<file path="src/rtl/cal_pkg.sv">
`timescale 1ns/1ps
package cal_pkg;

  localparam int IDX_W  = 4;
  localparam int DATA_W = 8;
  localparam int NF     = 8;

  localparam logic [IDX_W-1:0] IX_SEC  = 4'h0;
  localparam logic [IDX_W-1:0] IX_MIN  = 4'h2;
  localparam logic [IDX_W-1:0] IX_HR   = 4'h4;
  localparam logic [IDX_W-1:0] IX_DOW  = 4'h6;
  localparam logic [IDX_W-1:0] IX_DOM  = 4'h7;
  localparam logic [IDX_W-1:0] IX_MON  = 4'h8;
  localparam logic [IDX_W-1:0] IX_YR   = 4'h9;
  localparam logic [IDX_W-1:0] IX_STAT = 4'hA;
  localparam logic [IDX_W-1:0] IX_CTRL = 4'hB;
  localparam logic [IDX_W-1:0] IX_CEN  = 4'hE;

  // field slots used for the write strobes
  localparam int F_SEC = 0;
  localparam int F_MIN = 1;
  localparam int F_HR  = 2;
  localparam int F_DOW = 3;
  localparam int F_DOM = 4;
  localparam int F_MON = 5;
  localparam int F_YR  = 6;
  localparam int F_CEN = 7;

  localparam logic [IDX_W-1:0] FIELD_IX [NF] =
    '{IX_SEC, IX_MIN, IX_HR, IX_DOW, IX_DOM, IX_MON, IX_YR, IX_CEN};

  // time held in binary, 24-hour form
  typedef struct packed {
    logic [6:0] cen;
    logic [6:0] yr;
    logic [3:0] mon;
    logic [4:0] dom;
    logic [2:0] dow;
    logic [4:0] hr;
    logic [5:0] mn;
    logic [5:0] sec;
  } cal_time_t;

  typedef struct packed {
    logic freeze;
    logic bin_mode;
    logic h24;
  } cal_ctrl_t;

  // binary value to port byte
  function automatic logic [7:0] fmt_out(input logic [6:0] v, input logic bin);
    logic [3:0] tens;
    logic [3:0] ones;
    tens = 4'(v / 7'd10);
    ones = 4'(v % 7'd10);
    return bin ? {1'b0, v} : {tens, ones};
  endfunction

  // port byte to binary value
  function automatic logic [6:0] fmt_in(input logic [7:0] d, input logic bin);
    logic [6:0] r;
    r = 7'({3'd0, d[7:4]} * 7'd10) + {3'd0, d[3:0]};
    return bin ? d[6:0] : r;
  endfunction

  function automatic logic [4:0] month_days(input logic [3:0] mon, input logic [6:0] yr);
    case (mon)
      4'd2:                   month_days = (yr[1:0] == 2'b00) ? 5'd29 : 5'd28;
      4'd4, 4'd6, 4'd9, 4'd11: month_days = 5'd30;
      default:                month_days = 5'd31;
    endcase
  endfunction

endpackage

</file>
<file path="src/rtl/cal_divider.sv">
`timescale 1ns/1ps
module cal_divider #(
  parameter int DIV_COUNT = 32768,
  parameter int UIP_LEAD  = 8
) (
  input  logic clk,
  input  logic rst_n,
  input  logic tick_en,
  input  logic freeze,
  output logic upd,
  output logic uip
);
  localparam int DW = (DIV_COUNT > 2) ? $clog2(DIV_COUNT) : 1;
  localparam logic [DW-1:0] LAST = DW'(DIV_COUNT - 1);
  localparam logic [DW-1:0] WIN  = DW'(DIV_COUNT - UIP_LEAD);

  logic [DW-1:0] div_q;
  logic [DW-1:0] div_d;
  logic          div_en;

  assign div_en = freeze | tick_en;

  always_comb begin
    div_d = div_q;
    upd   = 1'b0;
    if (freeze) begin
      div_d = '0;
    end else if (tick_en) begin
      if (div_q == LAST) begin
        div_d = '0;
        upd   = 1'b1;
      end else begin
        div_d = div_q + 1'b1;
      end
    end
  end

  assign uip = !freeze && (div_q >= WIN);

  always_ff @(posedge clk or negedge rst_n) begin
    if (!rst_n) begin
      div_q <= '0;
    end else if (div_en) begin
      div_q <= div_d;
    end
  end
endmodule

</file>
<file path="src/rtl/cal_rollover.sv">
`timescale 1ns/1ps
module cal_rollover
  import cal_pkg::*;
(
  input  cal_time_t cur,
  output cal_time_t nxt
);
  logic       c_min, c_hr, c_day, c_mon, c_yr, c_cen;
  logic [4:0] mlen;

  always_comb begin
    nxt  = cur;
    mlen = month_days(cur.mon, cur.yr);

    c_min   = (cur.sec >= 6'd59);
    nxt.sec = c_min ? 6'd0 : cur.sec + 6'd1;

    c_hr = c_min && (cur.mn >= 6'd59);
    if (c_min) nxt.mn = (cur.mn >= 6'd59) ? 6'd0 : cur.mn + 6'd1;

    c_day = c_hr && (cur.hr >= 5'd23);
    if (c_hr) nxt.hr = (cur.hr >= 5'd23) ? 5'd0 : cur.hr + 5'd1;

    c_mon = c_day && (cur.dom >= mlen);
    if (c_day) begin
      nxt.dom = (cur.dom >= mlen) ? 5'd1 : cur.dom + 5'd1;
      nxt.dow = (cur.dow >= 3'd7) ? 3'd1 : cur.dow + 3'd1;
    end

    c_yr = c_mon && (cur.mon >= 4'd12);
    if (c_mon) nxt.mon = (cur.mon >= 4'd12) ? 4'd1 : cur.mon + 4'd1;

    c_cen = c_yr && (cur.yr >= 7'd99);
    if (c_yr) nxt.yr = (cur.yr >= 7'd99) ? 7'd0 : cur.yr + 7'd1;

    if (c_cen) nxt.cen = (cur.cen >= 7'd99) ? 7'd0 : cur.cen + 7'd1;
  end
endmodule

</file>
<file path="src/rtl/cal_port_codec.sv">
`timescale 1ns/1ps
module cal_port_codec
  import cal_pkg::*;
(
  input  cal_time_t           now,
  input  cal_ctrl_t           ctrl,
  input  logic                uip,
  input  logic [IDX_W-1:0]    rd_idx,
  input  logic                wr_en,
  input  logic [IDX_W-1:0]    wr_idx,
  input  logic [DATA_W-1:0]   wr_data,
  output logic [DATA_W-1:0]   rd_data,
  output cal_time_t           wr_val,
  output logic [NF-1:0]       we_fld,
  output logic                ctrl_we,
  output cal_ctrl_t           ctrl_wv
);
  logic       bin;
  logic [4:0] h12_in, hr_base, hr12_dec;
  logic [4:0] h12_out;
  logic [7:0] hr_rd;

  assign bin = ctrl.bin_mode;

  for (genvar g = 0; g < NF; g++) begin : g_we
    assign we_fld[g] = wr_en && (wr_idx == FIELD_IX[g]);
  end

  assign ctrl_we        = wr_en && (wr_idx == IX_CTRL);
  assign ctrl_wv.freeze = wr_data[7];
  assign ctrl_wv.bin_mode = wr_data[2];
  assign ctrl_wv.h24    = wr_data[1];

  // write-side decode
  always_comb begin
    h12_in   = 5'(fmt_in({1'b0, wr_data[6:0]}, bin));
    hr_base  = (h12_in == 5'd12) ? 5'd0 : h12_in;
    hr12_dec = wr_data[7] ? hr_base + 5'd12 : hr_base;

    wr_val.sec = 6'(fmt_in(wr_data, bin));
    wr_val.mn  = 6'(fmt_in(wr_data, bin));
    wr_val.hr  = ctrl.h24 ? 5'(fmt_in(wr_data, bin)) : hr12_dec;
    wr_val.dow = 3'(fmt_in(wr_data, bin));
    wr_val.dom = 5'(fmt_in(wr_data, bin));
    wr_val.mon = 4'(fmt_in(wr_data, bin));
    wr_val.yr  = fmt_in(wr_data, bin);
    wr_val.cen = fmt_in(wr_data, bin);
  end

  // read-side encode
  always_comb begin
    if (now.hr == 5'd0)       h12_out = 5'd12;
    else if (now.hr > 5'd12)  h12_out = now.hr - 5'd12;
    else                      h12_out = now.hr;

    if (ctrl.h24) hr_rd = fmt_out({2'd0, now.hr}, bin);
    else          hr_rd = {now.hr >= 5'd12, 7'(fmt_out({2'd0, h12_out}, bin))};

    case (rd_idx)
      IX_SEC:  rd_data = fmt_out({1'b0, now.sec}, bin);
      IX_MIN:  rd_data = fmt_out({1'b0, now.mn}, bin);
      IX_HR:   rd_data = hr_rd;
      IX_DOW:  rd_data = fmt_out({4'd0, now.dow}, bin);
      IX_DOM:  rd_data = fmt_out({2'd0, now.dom}, bin);
      IX_MON:  rd_data = fmt_out({3'd0, now.mon}, bin);
      IX_YR:   rd_data = fmt_out(now.yr, bin);
      IX_CEN:  rd_data = fmt_out(now.cen, bin);
      IX_STAT: rd_data = {uip, 7'd0};
      IX_CTRL: rd_data = {ctrl.freeze, 4'd0, ctrl.bin_mode, ctrl.h24, 1'b0};
      default: rd_data = '0;
    endcase
  end
endmodule

</file>
<file path="src/rtl/cal_time_counter.sv">
`timescale 1ns/1ps
module cal_time_counter
  import cal_pkg::*;
#(
  parameter int DIV_COUNT = 32768,
  parameter int UIP_LEAD  = 8,
  parameter int CEN_RESET = 20
) (
  input  logic              clk,
  input  logic              rst_n,
  input  logic              tick_en,
  input  logic              wr_en,
  input  logic [IDX_W-1:0]  wr_idx,
  input  logic [DATA_W-1:0] wr_data,
  input  logic [IDX_W-1:0]  rd_idx,
  output logic [DATA_W-1:0] rd_data
);
  logic [1:0] rs_q;
  logic       rst_int_n;

  cal_time_t  now_q, now_d, nxt_time, wr_val;
  cal_ctrl_t  ctrl_q, ctrl_d, ctrl_wv;
  logic [NF-1:0] we_fld;
  logic       ctrl_we, now_en;
  logic       upd, uip;

  // reset: asserted at once, released after two clocks
  always_ff @(posedge clk or negedge rst_n) begin
    if (!rst_n) rs_q <= 2'b00;
    else        rs_q <= {rs_q[0], 1'b1};
  end
  assign rst_int_n = rs_q[1];

  cal_divider #(.DIV_COUNT(DIV_COUNT), .UIP_LEAD(UIP_LEAD)) u_div (
    .clk     (clk),
    .rst_n   (rst_int_n),
    .tick_en (tick_en),
    .freeze  (ctrl_q.freeze),
    .upd     (upd),
    .uip     (uip)
  );

  cal_rollover u_roll (
    .cur (now_q),
    .nxt (nxt_time)
  );

  cal_port_codec u_codec (
    .now     (now_q),
    .ctrl    (ctrl_q),
    .uip     (uip),
    .rd_idx  (rd_idx),
    .wr_en   (wr_en),
    .wr_idx  (wr_idx),
    .wr_data (wr_data),
    .rd_data (rd_data),
    .wr_val  (wr_val),
    .we_fld  (we_fld),
    .ctrl_we (ctrl_we),
    .ctrl_wv (ctrl_wv)
  );

  // next state: advance, then per-field host overrides
  always_comb begin
    now_d = upd ? nxt_time : now_q;
    if (we_fld[F_SEC]) now_d.sec = wr_val.sec;
    if (we_fld[F_MIN]) now_d.mn  = wr_val.mn;
    if (we_fld[F_HR])  now_d.hr  = wr_val.hr;
    if (we_fld[F_DOW]) now_d.dow = wr_val.dow;
    if (we_fld[F_DOM]) now_d.dom = wr_val.dom;
    if (we_fld[F_MON]) now_d.mon = wr_val.mon;
    if (we_fld[F_YR])  now_d.yr  = wr_val.yr;
    if (we_fld[F_CEN]) now_d.cen = wr_val.cen;
  end

  assign now_en = upd | (|we_fld);
  assign ctrl_d = ctrl_wv;

  always_ff @(posedge clk or negedge rst_int_n) begin
    if (!rst_int_n) begin
      now_q <= '{cen: 7'(CEN_RESET), yr: 7'd0, mon: 4'd1, dom: 5'd1,
                 dow: 3'd1, hr: 5'd0, mn: 6'd0, sec: 6'd0};
    end else if (now_en) begin
      now_q <= now_d;
    end
  end

  always_ff @(posedge clk or negedge rst_int_n) begin
    if (!rst_int_n) begin
      ctrl_q <= '{freeze: 1'b0, bin_mode: 1'b0, h24: 1'b1};
    end else if (ctrl_we) begin
      ctrl_q <= ctrl_d;
    end
  end
endmodule

</file>
<file path="config.mk">
export PLATFORM = sky130hd
export DESIGN_NAME = cal_time_counter
export DESIGN_NICKNAME = d
export VERILOG_FILES = /design/src/rtl/cal_pkg.sv /design/src/rtl/cal_divider.sv /design/src/rtl/cal_rollover.sv /design/src/rtl/cal_port_codec.sv /design/src/rtl/cal_time_counter.sv
export SDC_FILE = /design/constraint.sdc
export NUM_CORES = 1
export LEC_CHECK = 0
export BUFFER_PORTS_ARGS = -buffer_cell sky130_fd_sc_hd__buf_4
export CORE_ASPECT_RATIO = 1.75
export CORE_MARGIN = 2
export CORE_UTILIZATION = 64
export CTS_CLUSTER_SIZE = 8
export DETAILED_ROUTE_END_ITERATION = 16
export PLACE_DENSITY = 0.82
export REMOVE_ABC_BUFFERS = 1
export SLEW_MARGIN = 20
export SYNTH_ARGS = -nofsm -noshare
export SYNTH_HDL_FRONTEND = slang
export SYNTH_SLANG_ARGS = --single-unit
</file>
<file path="constraint.sdc">
create_clock -name clk -period 4.3 [get_ports clk]
set_input_delay 0 -clock clk [delete_from_list [all_inputs] [get_ports clk]]
set_output_delay 0 -clock clk [all_outputs]
set_load 0.005 [all_outputs]
</file>
==> run metrics <==
status=finished, final reports clean; crit share post-route=0.9414; clk root buf=clkbuf_16; switch share=0.4745; worst path arrival time=4050 ps; largest net degree at the start of global routing=42; die height=146.4 µm; Most Frequent Cell on Critical Path=ha_1; highest-delay cell along the critical path=dfrtp_1; clock share of power=0.198; asr flop ratio synth=1.000; # DRC=0; clock sinks=63; P_leak=3.324 nW; crit path launch type=flip-flop; Internal=0.002232 W; Ports=28; cell taking the most area after synthesis=dfrtp_1; fmax=247.0 MHz; ys flop type=dfrtp_1; CP max FO=13; Slew @ Worst Pin=1060 ps; antenna viol nets, final=0; dpl cells=1099; post-route design area=8026 µm²; initial drt markers=818; routed via count=7874; wire per inst=20.91 µm; total grt overflow=0; Total GRT Usage=0.3799; row cnt=52; required time worst endpoint=4300 ps; cell family with most CP delay=compound AO/OA/AOI/OAI gates; Post-Syn Area=7417 µm²; CP Class=flip-flop to primary output; top cell type's share of synthesized area=0.1923; Synth Register Bits=63; router iterations before antenna repair=6; cts bufs inserted=9; EDFF count, synth=0; CTS max path bufs=2; Buffers & Inverters on Critical Path=3; Mean Syn Cell Area=7.462 µm²; sequential cell area fraction in the yosys report=0.2136; Post-synth top cells=nor2_1 (91), nand2_1 (84), o21ai_0 (81); endpoints failing hold=0; CTS tree=built; P_sw=0.002015 W; total die area=12500 µm²; routed vias/inst=7.018; share of cells above drive strength 1=0.08612; Die W=85.38 µm; crit path capture type=primary output; PortBufs=27; Synth Warn #=0; Routed WL=23470 µm; PD cells=529.2 nW/µm²; DP HPWL=17500 µm; Clock Skew=4.660 ps; top-count cell post-synth=nor2_1; hold crit path type=primary input to flip-flop; Yosys cell types=84; CP cell instances=inv_1 > ha_1 > nand3b_1 > o211ai_1 > or2_2 > ha_1 > inv_1 > o31ai_1 > xnor2_1 > ha_1 > a21boi_0 > o21ai_0 > a31oi_1 > o211ai_1 > buf_4; setup tns final=0 ps; initial antenna violation count=0; initial core utilization=0.6477; H-tree depth=3; Skew-Pair Late Insertion Delay=340 ps; Finished Layout Cells=1122; Area contributors post-synth=dfrtp_1 (19%), ha_1 (9.1%), o21ai_0 (5.5%); synthesized instance count=994; MaxCap Viol Count=0; clock slew at reported path FFs=60 ps; peak supply drop=0.3712 mV; Area after DPL=7607 µm²; Comb pwr share=0.534; slew margin rel.=0.2905; fin crit period=4048 ps; first-pass GRT wire length=37840 µm; CP max stage delay=560 ps; Final Setup Violations=0; Net count, final=1058; vias in the first global route=7495; Max Slew Vio Count=0; Ant. Diodes=0; Reg power frac=0.268; internal reg-to-reg setup slack=750 ps; area grow syn2layout=8.215%; CORE AREA=11450 µm²; Placer Congestion=1.026
-- through the flow --
step / worst slack [ps] / hold slack (ps) / power (W) / utilization
2_1_floorplan: 1056 / -295.6 / 0.002653 / -
3_3_place_gp: 748.6 / -218.2 / 0.003258 / 0.6643
3_5_place_dp: 643.4 / -217.1 / 0.003309 / 0.6643
4_1_cts: 262.6 / 82.75 / 0.004173 / 0.7004
5_1_grt: -108.9 / 160.4 / 0.004540 / 0.7009
6_report: 251.9 / 111.0 / 0.004248 / 0.7009
-- placed cells by master, fill, tap and decap left out, types with 23 or more instances in the layout --
cell type,Yosys,routed
nor2b_1,26,26
a31oi_1,24,24
mux2i_1,29,29
dfrtp_1,57,56
nand3_1,43,43
nor2_1,91,91
a21oi_1,57,57
ha_1,54,54
nor3_1,25,25
nand2_1,84,84
buf_4,2,38
inv_1,48,48
o21ai_0,81,81
nand2b_1,23,23
-- layout make-up --
type	count	area [µm²]
multi-input cells	813	5386
fillers	965	3425
flip-flops and latches	63	1585
repair buffers	45	355.3
clock buffers	12	266.5
inverters	50	187.7
well taps	135	168.9
clock inverters	4	76.32
-- routing by layer --
metal / track usage / wire [µm]
met3: 0.06557 / 1434
met4: 0.2341 / 1570
met1: 0.4113 / 8333
met2: 0.6707 / 12130
met5: 0 / 0
-- sequential cells by signal, summed over array words and instances, names as in the netlist --
register / flops
ctrl_q: 3
u_div.div_q: 15
now_q: 43
rs_q: 2
-- worst paths after layout --
path	from	endpoint	depth (start not counted)
max reg2reg	now_q[25]	now_q[29]	12
max in group asynchronous	rs_q[1]	now_q[31]	1
min	wr_idx[0]	now_q[16]	3
max	now_q[15]	rd_data[1]	15
min in group asynchronous	rs_q[1]	u_div.div_q[1]	0
min reg2reg	rs_q[0]	rs_q[1]	0
-- what timing repair did --
| action | in CTS | in global routing |
|---|---|---|
| setup endpoints to repair | 0 | 4 |
| hold endpoints to repair | 8 | 0 |
| hold buffers | 7 | 0 |
| gates resized for setup | 0 | 3 |
| buffers inserted | 0 | 0 |
-- power by group through the flow --
stage	Clock [W]	Combinational, W	Sequential (W)
CTS	0.000840	0.00221	0.00112
floorplan	0	0.00161	0.00104
detailed placement	0	0.00218	0.00113
global route	0.000860	0.00251	0.00117
global placement	0	0.00214	0.00112
finish	0.000841	0.00227	0.00114
-- worst reg2reg max path, cell delays in order, from the launching register on --
cell	delay, ps
dfstp_2	630
inv_1	100
ha_1	240
o21ai_0	160
o21ai_0	90
o21ai_0	230
ha_1	160
and3_1	160
o21ai_0	260
nor4_4	620
nand3_1	340
a211oi_1	350
a21oi_1	70
-- cells by family after synthesis --
logic type / share of synthesized area
flip-flops: 0.2136
buffers and inverters: 0.06106
adder cells (fa/ha/maj): 0.09919
multiplexers: 0.05280
other: 0.0005056
AO/OA/AOI/OAI: 0.2751
XOR/XNOR: 0.02834
AND/OR/NAND/NOR: 0.2694
No activity file was read; power rests on OpenSTA's default activity.
